File: src/rtl/audio_clkgen_pkg.sv
package audio_clkgen_pkg;

  // clk cycles per prescaled tick for the divide-by-1.5 select (clk = 2x master)
  parameter int SLOW_PRE    = 3;
  parameter int FAST_PRE    = 2 * SLOW_PRE;
  // prescaled ticks per bit clock in single speed; halves per faster speed
  parameter int SINGLE_BDIV = 4;

  localparam int MAX_PER = FAST_PRE * SINGLE_BDIV;
  localparam int PER_W   = $clog2(MAX_PER + 1);

  typedef enum logic [1:0] {
    M_SINGLE = 2'b00,
    M_DOUBLE = 2'b01,
    M_QUAD   = 2'b10,
    M_SLAVE  = 2'b11
  } mode_e;

  function automatic int pre_ticks(logic fast);
    return fast ? FAST_PRE : SLOW_PRE;
  endfunction

  // bit-clock period in clk cycles
  function automatic logic [PER_W-1:0] bit_period(mode_e m, logic fast);
    int p;
    case (m)
      M_SINGLE: p = pre_ticks(fast) * SINGLE_BDIV;
      M_DOUBLE: p = pre_ticks(fast) * (SINGLE_BDIV / 2);
      default:  p = pre_ticks(fast) * (SINGLE_BDIV / 4);
    endcase
    return PER_W'(p);
  endfunction

  // bit-clock high time in clk cycles
  function automatic logic [PER_W-1:0] bit_high(mode_e m, logic fast);
    int h;
    if (m == M_QUAD) h = pre_ticks(fast) / 3;
    else             h = int'(bit_period(m, fast)) / 2;
    return PER_W'(h);
  endfunction

endpackage

File: src/rtl/audio_clk_cfg.sv
module audio_clk_cfg
  import audio_clkgen_pkg::*;
(
  input  logic       clk,
  input  logic       rst,
  input  logic [1:0] mode_i,
  input  logic       pre_fast_i,
  input  logic       cfg_load_i,
  output mode_e      mode_r,
  output logic       fast_r,
  output logic       restart_r
);

  logic mode_chg;
  logic sel_chg;

  assign mode_chg = (mode_e'(mode_i) != mode_r);
  assign sel_chg  = cfg_load_i && (pre_fast_i != fast_r);

  always_ff @(posedge clk) begin
    if (rst) begin
      mode_r    <= mode_e'(mode_i);
      fast_r    <= pre_fast_i;
      restart_r <= 1'b1;
    end else begin
      mode_r    <= mode_e'(mode_i);
      if (cfg_load_i) fast_r <= pre_fast_i;
      restart_r <= mode_chg || sel_chg;
    end
  end

  // the select only moves on a strobe
  a_r2_sel_hold: assert property (@(posedge clk) disable iff (rst)
    (!$past(rst) && !$past(cfg_load_i)) |-> $stable(fast_r));

  // a select change through the strobe always schedules a restart
  a_r7_sel_restart: assert property (@(posedge clk) disable iff (rst)
    (!$past(rst) && $changed(fast_r)) |-> restart_r);

endmodule

File: src/rtl/audio_bit_timer.sv
module audio_bit_timer
  import audio_clkgen_pkg::*;
(
  input  logic  clk,
  input  logic  rst,
  input  mode_e mode_r,
  input  logic  fast_r,
  input  logic  restart,
  output logic  sclk_q,
  output logic  rise_q,
  output logic  fall_q,
  output logic  step,
  output logic  clr
);

  logic [PER_W-1:0] cnt;
  logic [PER_W-1:0] cnt_nxt;
  logic [PER_W-1:0] per;
  logic [PER_W-1:0] hi;
  logic [PER_W-1:0] rise_at;
  logic             wrap;

  always_comb begin
    per     = bit_period(mode_r, fast_r);
    hi      = bit_high(mode_r, fast_r);
    rise_at = per - hi;
    clr     = restart || (mode_r == M_SLAVE);
    wrap    = (cnt == per - PER_W'(1));
    step    = !clr && wrap;
    if (clr)       cnt_nxt = '0;
    else if (wrap) cnt_nxt = '0;
    else           cnt_nxt = cnt + PER_W'(1);
  end

  always_ff @(posedge clk) begin
    if (rst || clr) begin
      cnt    <= '0;
      sclk_q <= 1'b0;
      rise_q <= 1'b0;
      fall_q <= 1'b0;
    end else begin
      cnt    <= cnt_nxt;
      sclk_q <= (cnt_nxt >= rise_at);
      rise_q <= (cnt_nxt == rise_at);
      fall_q <= wrap;
    end
  end

  // the position counter stays inside the current bit period
  a_r4_cnt_in_range: assert property (@(posedge clk) disable iff (rst || restart)
    cnt < per);

endmodule

File: src/rtl/audio_frame_ctr.sv
module audio_frame_ctr #(
  parameter int FRAME_BITS = 64
) (
  input  logic clk,
  input  logic rst,
  input  logic clr,
  input  logic step,
  output logic lrck_q
);

  localparam int BC_W = $clog2(FRAME_BITS);

  logic [BC_W-1:0] bit_cnt;
  logic [BC_W-1:0] bit_nxt;

  always_comb begin
    if (clr)       bit_nxt = '0;
    else if (step) bit_nxt = bit_cnt + BC_W'(1);
    else           bit_nxt = bit_cnt;
  end

  always_ff @(posedge clk) begin
    if (rst) begin
      bit_cnt <= '0;
      lrck_q  <= 1'b0;
    end else begin
      bit_cnt <= bit_nxt;
      lrck_q  <= bit_nxt[BC_W-1];
    end
  end

  // a cleared divider always restarts in the left half
  a_r7_left_first: assert property (@(posedge clk) disable iff (rst)
    clr |=> !lrck_q);

endmodule

File: src/rtl/audio_clkgen.sv
module audio_clkgen
  import audio_clkgen_pkg::*;
#(
  parameter int FRAME_BITS = 64
) (
  input  logic       clk,
  input  logic       rst,
  input  logic [1:0] mode_i,
  input  logic       pre_fast_i,
  input  logic       cfg_load_i,
  output logic       sclk_o,
  output logic       lrck_o,
  output logic       sclk_rise_o,
  output logic       sclk_fall_o,
  output logic       clk_oe_o
);

  mode_e mode_r;
  logic  fast_r;
  logic  restart_r;
  logic  step;
  logic  clr;

  audio_clk_cfg i_cfg (
    .clk        (clk),
    .rst        (rst),
    .mode_i     (mode_i),
    .pre_fast_i (pre_fast_i),
    .cfg_load_i (cfg_load_i),
    .mode_r     (mode_r),
    .fast_r     (fast_r),
    .restart_r  (restart_r)
  );

  audio_bit_timer i_bit (
    .clk     (clk),
    .rst     (rst),
    .mode_r  (mode_r),
    .fast_r  (fast_r),
    .restart (restart_r),
    .sclk_q  (sclk_o),
    .rise_q  (sclk_rise_o),
    .fall_q  (sclk_fall_o),
    .step    (step),
    .clr     (clr)
  );

  audio_frame_ctr #(.FRAME_BITS(FRAME_BITS)) i_frame (
    .clk    (clk),
    .rst    (rst),
    .clr    (clr),
    .step   (step),
    .lrck_q (lrck_o)
  );

  always_ff @(posedge clk) begin
    if (rst) clk_oe_o <= 1'b0;
    else     clk_oe_o <= (mode_r != M_SLAVE);
  end

  // slave mode keeps every output quiet
  a_r1_slave_quiet: assert property (@(posedge clk) disable iff (rst)
    (mode_r == M_SLAVE) |=> (!sclk_o && !lrck_o && !clk_oe_o && !sclk_rise_o));

  // the frame clock moves only together with a bit-clock fall
  a_r6_lrck_on_fall: assert property (@(posedge clk) disable iff (rst)
    (!$past(clr) && $changed(lrck_o)) |-> $fell(sclk_o));

  // edge marks coincide with the edges they mark
  a_r8_rise_mark: assert property (@(posedge clk) disable iff (rst)
    sclk_rise_o |-> (sclk_o && !$past(sclk_o)));

  a_r8_fall_mark: assert property (@(posedge clk) disable iff (rst)
    sclk_fall_o |-> (!sclk_o && $past(sclk_o)));

endmodule

File: config.mk
export PLATFORM = sky130hd
export DESIGN_NAME = audio_clkgen
export DESIGN_NICKNAME = d
export VERILOG_FILES = /design/src/rtl/audio_clkgen_pkg.sv /design/src/rtl/audio_clk_cfg.sv /design/src/rtl/audio_bit_timer.sv /design/src/rtl/audio_frame_ctr.sv /design/src/rtl/audio_clkgen.sv
export SDC_FILE = /design/constraint.sdc
export NUM_CORES = 1
export LEC_CHECK = 0
export BUFFER_PORTS_ARGS = -buffer_cell sky130_fd_sc_hd__buf_2
export CAP_MARGIN = 20
export CORE_MARGIN = 3
export CORE_UTILIZATION = 51
export CTS_CLUSTER_DIAMETER = 30
export DETAILED_ROUTE_END_ITERATION = 10
export GPL_TIMING_DRIVEN = 0
export MAX_ROUTING_LAYER = met4
export PLACE_DENSITY = 0.74
export SLEW_MARGIN = 10
export SYNTH_ARGS = -nofsm -noshare
export SYNTH_HDL_FRONTEND = slang
export SYNTH_HIERARCHICAL = 1
export SYNTH_SLANG_ARGS = --single-unit
File: constraint.sdc
create_clock -name clk -period 2.35 [get_ports clk]
set_input_delay 0.5875 -clock clk [delete_from_list [all_inputs] [get_ports clk]]
set_output_delay 0.5875 -clock clk [all_outputs]
set_load 0.1 [all_outputs]
==> metrics.txt <==
first-pass GRT wire length 4300 um; Fmax achieved around 0.41 GHz; top post-synthesis cells by area dfxtp_1 (31%), ha_1 (11%), xor2_1 (6.1%), a21oi_1 (5.2%), xnor2_1 (3.8%); synthesized instance count 127; Post-Route M1 WL 1070 um; GPL Wtd Cong 0.804; CTS Buffer Depth 2; Synth Area in XOR/XNOR 0.0990; post-synthesis async set-or-reset flop share 0; DR iter-0 viols 19; vias post-DR 1022; IO Port Bufs 10; die extent in y around 53 um; Layout fillers 164; DP Area 1230 sq um; ANT cells 0; failing checks negative setup slack; worst skew pair latency 0.29 ns; YS warnings 6; core area 2040 sq um; RSZ-0062 raised after global routing true; FF+latch count, synth 19; WP data required 2.53 ns; period utilization 1.03; ANT nets after route 0; Worst Path Class, Setup flip-flop to flip-flop; fin area between 1000 and 1500 sq um; Final Max Tran Viols 0; drt pass-1 iters 4; layout cells sized above 1 0.387; Final setup viols 2; Synth Net Count 143; post-synthesis adder-cell area fraction 0.109; post-route setup slack -0.0715 ns; Final Hold Fails 0; Synth Area per Inst 9.05 sq um; Synth Area in Compound Gates 0.164; startpoint type of the worst setup path flip-flop; clock-pin slew on the worst setup and hold paths 0.10 ns; Worst Tran Pin Value 0.485 ns; crit path max fanout 6; sequential area share after synthesis 0.339; Post-synth EDFFs 1; Critical Path Sink Type flip-flop; width of the die 53.5 um; multi-input combinational cell area 810 sq um; Routed met2 length 1340 um; Final Skew 0.00557 ns; initial antenna violation count 0; wirelength, routed between 2000 and 3000 um; Max IR drop VDD 297 uV; mux contribution to synthesized area 0.00871; hold depth 1; R2R depth 12; status complete, but fails checks; Final nets 167; Synth cell types 35; detailed placer's ending HPWL 1680 um; ys flop type dfxtp_1; DP Worst Slack -0.194 ns; vias in the first global route 990; Synth Area in Simple Gates 0.215; Area Overhead vs Synth 26.6%; cts bufs inserted 3; Synth Cell Area between 1000 and 1500 sq um; Sink Count 19; max_cap viols 0; Die ar. 2860 sq um; Pwr Density 461 nW/um^2; min Tclk post-route 2.42 ns; post-synth top area cell dfxtp_1; FF+latch area 393 sq um; H-tree depth 1; max layer used met4; Met3 Wirelength 70 um; Root Buffer clkbuf_4; Pleak 0.611 nW; post-layout util 0.713; FP Rows 16; IO Pins 11; post-synth top area share 0.313; global route overflow 0; DRC Markers 0; total power between 0.0006 and 0.0007 W; TritonCTS clock tree yes; largest family of logic cells by synthesized area simple AND/OR/NAND/NOR gates; Wirelength per Cell 14.2 um; Slew headroom 0.679; Initial Utilization 0.563; Vias per Instance 5.77; hold_buf cts 0; largest net degree at the start of global routing 11; crit path DAT 2.60 ns; Global Route Usage Sum 0.214; Worst Hold Class input pin to flip-flop
cell usage after synthesis (all sizes together), types with 4 or more instances:
library cell  count
ha               10
a21oi            13
nand2             9
xor2              8
xnor2             5
a211oi            5
buf               5
nand4             4
nand2b            4
inv               7
nor2             11
dfxtp            18
final timing paths:
kind,start,end,slack (ns)
worst max-delay path,i_cfg/fast_r,i_bit/sclk_q,-0.07
worst min-delay path,mode_i[1],i_cfg/mode_r[1],0.41
worst max register to register,i_cfg/fast_r,i_bit/sclk_q,-0.07
worst min register to register,i_frame/bit_cnt[5],i_frame/bit_cnt[5],0.49
placed cells by master (no fill, tap or decap), types with 5 or more instances in the layout:
cell     synthesis  routed
xnor2_1          5       5
nor2_1          10       9
a21oi_1         12       9
dfxtp_1         18      16
nand2_1          9       8
inv_1            7       5
buf_2            2      11
xor2_1           8       8
ha_1            10       7
buf_4            0      11
per-stage QoR:
stage                     std cells  hold WS [ns]  setup TNS [ns]
final                           177         0.413         -0.0940
after floorplan                 127         0.477               0
after global placement          164         0.469          -0.124
after global routing            177         0.394          -0.439
after detailed placement        164         0.483          -0.319
after CTS                       177         0.401          -0.218
flip-flops by register name, summed over array words and instances (netlist names):
name             flops
i_frame/bit_cnt      6
i_bit/cnt            5
i_cfg/mode_r         2
clk_oe_o             1
i_bit/fall_q         1
i_bit/rise_q         1
i_bit/sclk_q         1
i_cfg/fast_r         1
i_cfg/restart_r      1
what timing repair did:
item / CTS / global route
endpoints found under the setup margin: 3 / 4
gates resized for setup: 15 / 14
setup buffers: 9 / 1
pin swaps: 12 / 14
worst max-delay path, stage by stage, from the launching register on:
cell and delay [ns]:
edfxtp_1 0.44, buf_6 0.16, buf_4 0.13, nand2b_4 0.17, and3_4 0.19, o221a_4 0.26
buf_6 0.13, a211oi_2 0.18, ha_1 0.28, a21oi_2 0.13, nor2b_1 0.05, o21ai_1 0.11
a21oi_1 0.07
kinds of logic after synthesis:
| group | count (synthesis) |
|---|---|
| and+or+nand+nor | 44 |
| adders and majority gates | 10 |
| AOI/OAI and AO/OA | 27 |
| DFF | 19 |
| muxes | 1 |
| xor gates and xnor gates | 13 |
| buffers and inverters | 13 |
where the power goes:
group,internal (W),leakage (nW),switching (W)
Sequential,0.000331,0.156,0.0000103
Clock,0.0000660,0.0150,0.0000932
Combinational,0.0000836,0.439,0.0000869
Total,0.000481,0.611,0.000190
area by class of cell:
class	count	share of cell area
multi-input combinational	95	0.556
inverter	7	0.0198
tap	27	0.0232
timing repair buffer	20	0.0860
sequential	19	0.270
clock buffer	4	0.0181
buffer	5	0.0267
per-layer routing:
layer	vias to the layer above	global-route usage
met3	6	0.0423
met1	504	0.230
li1	491	-
met4	0	0.0809
met2	21	0.384
met5	-	-
(Power assumes the default switching activity.)
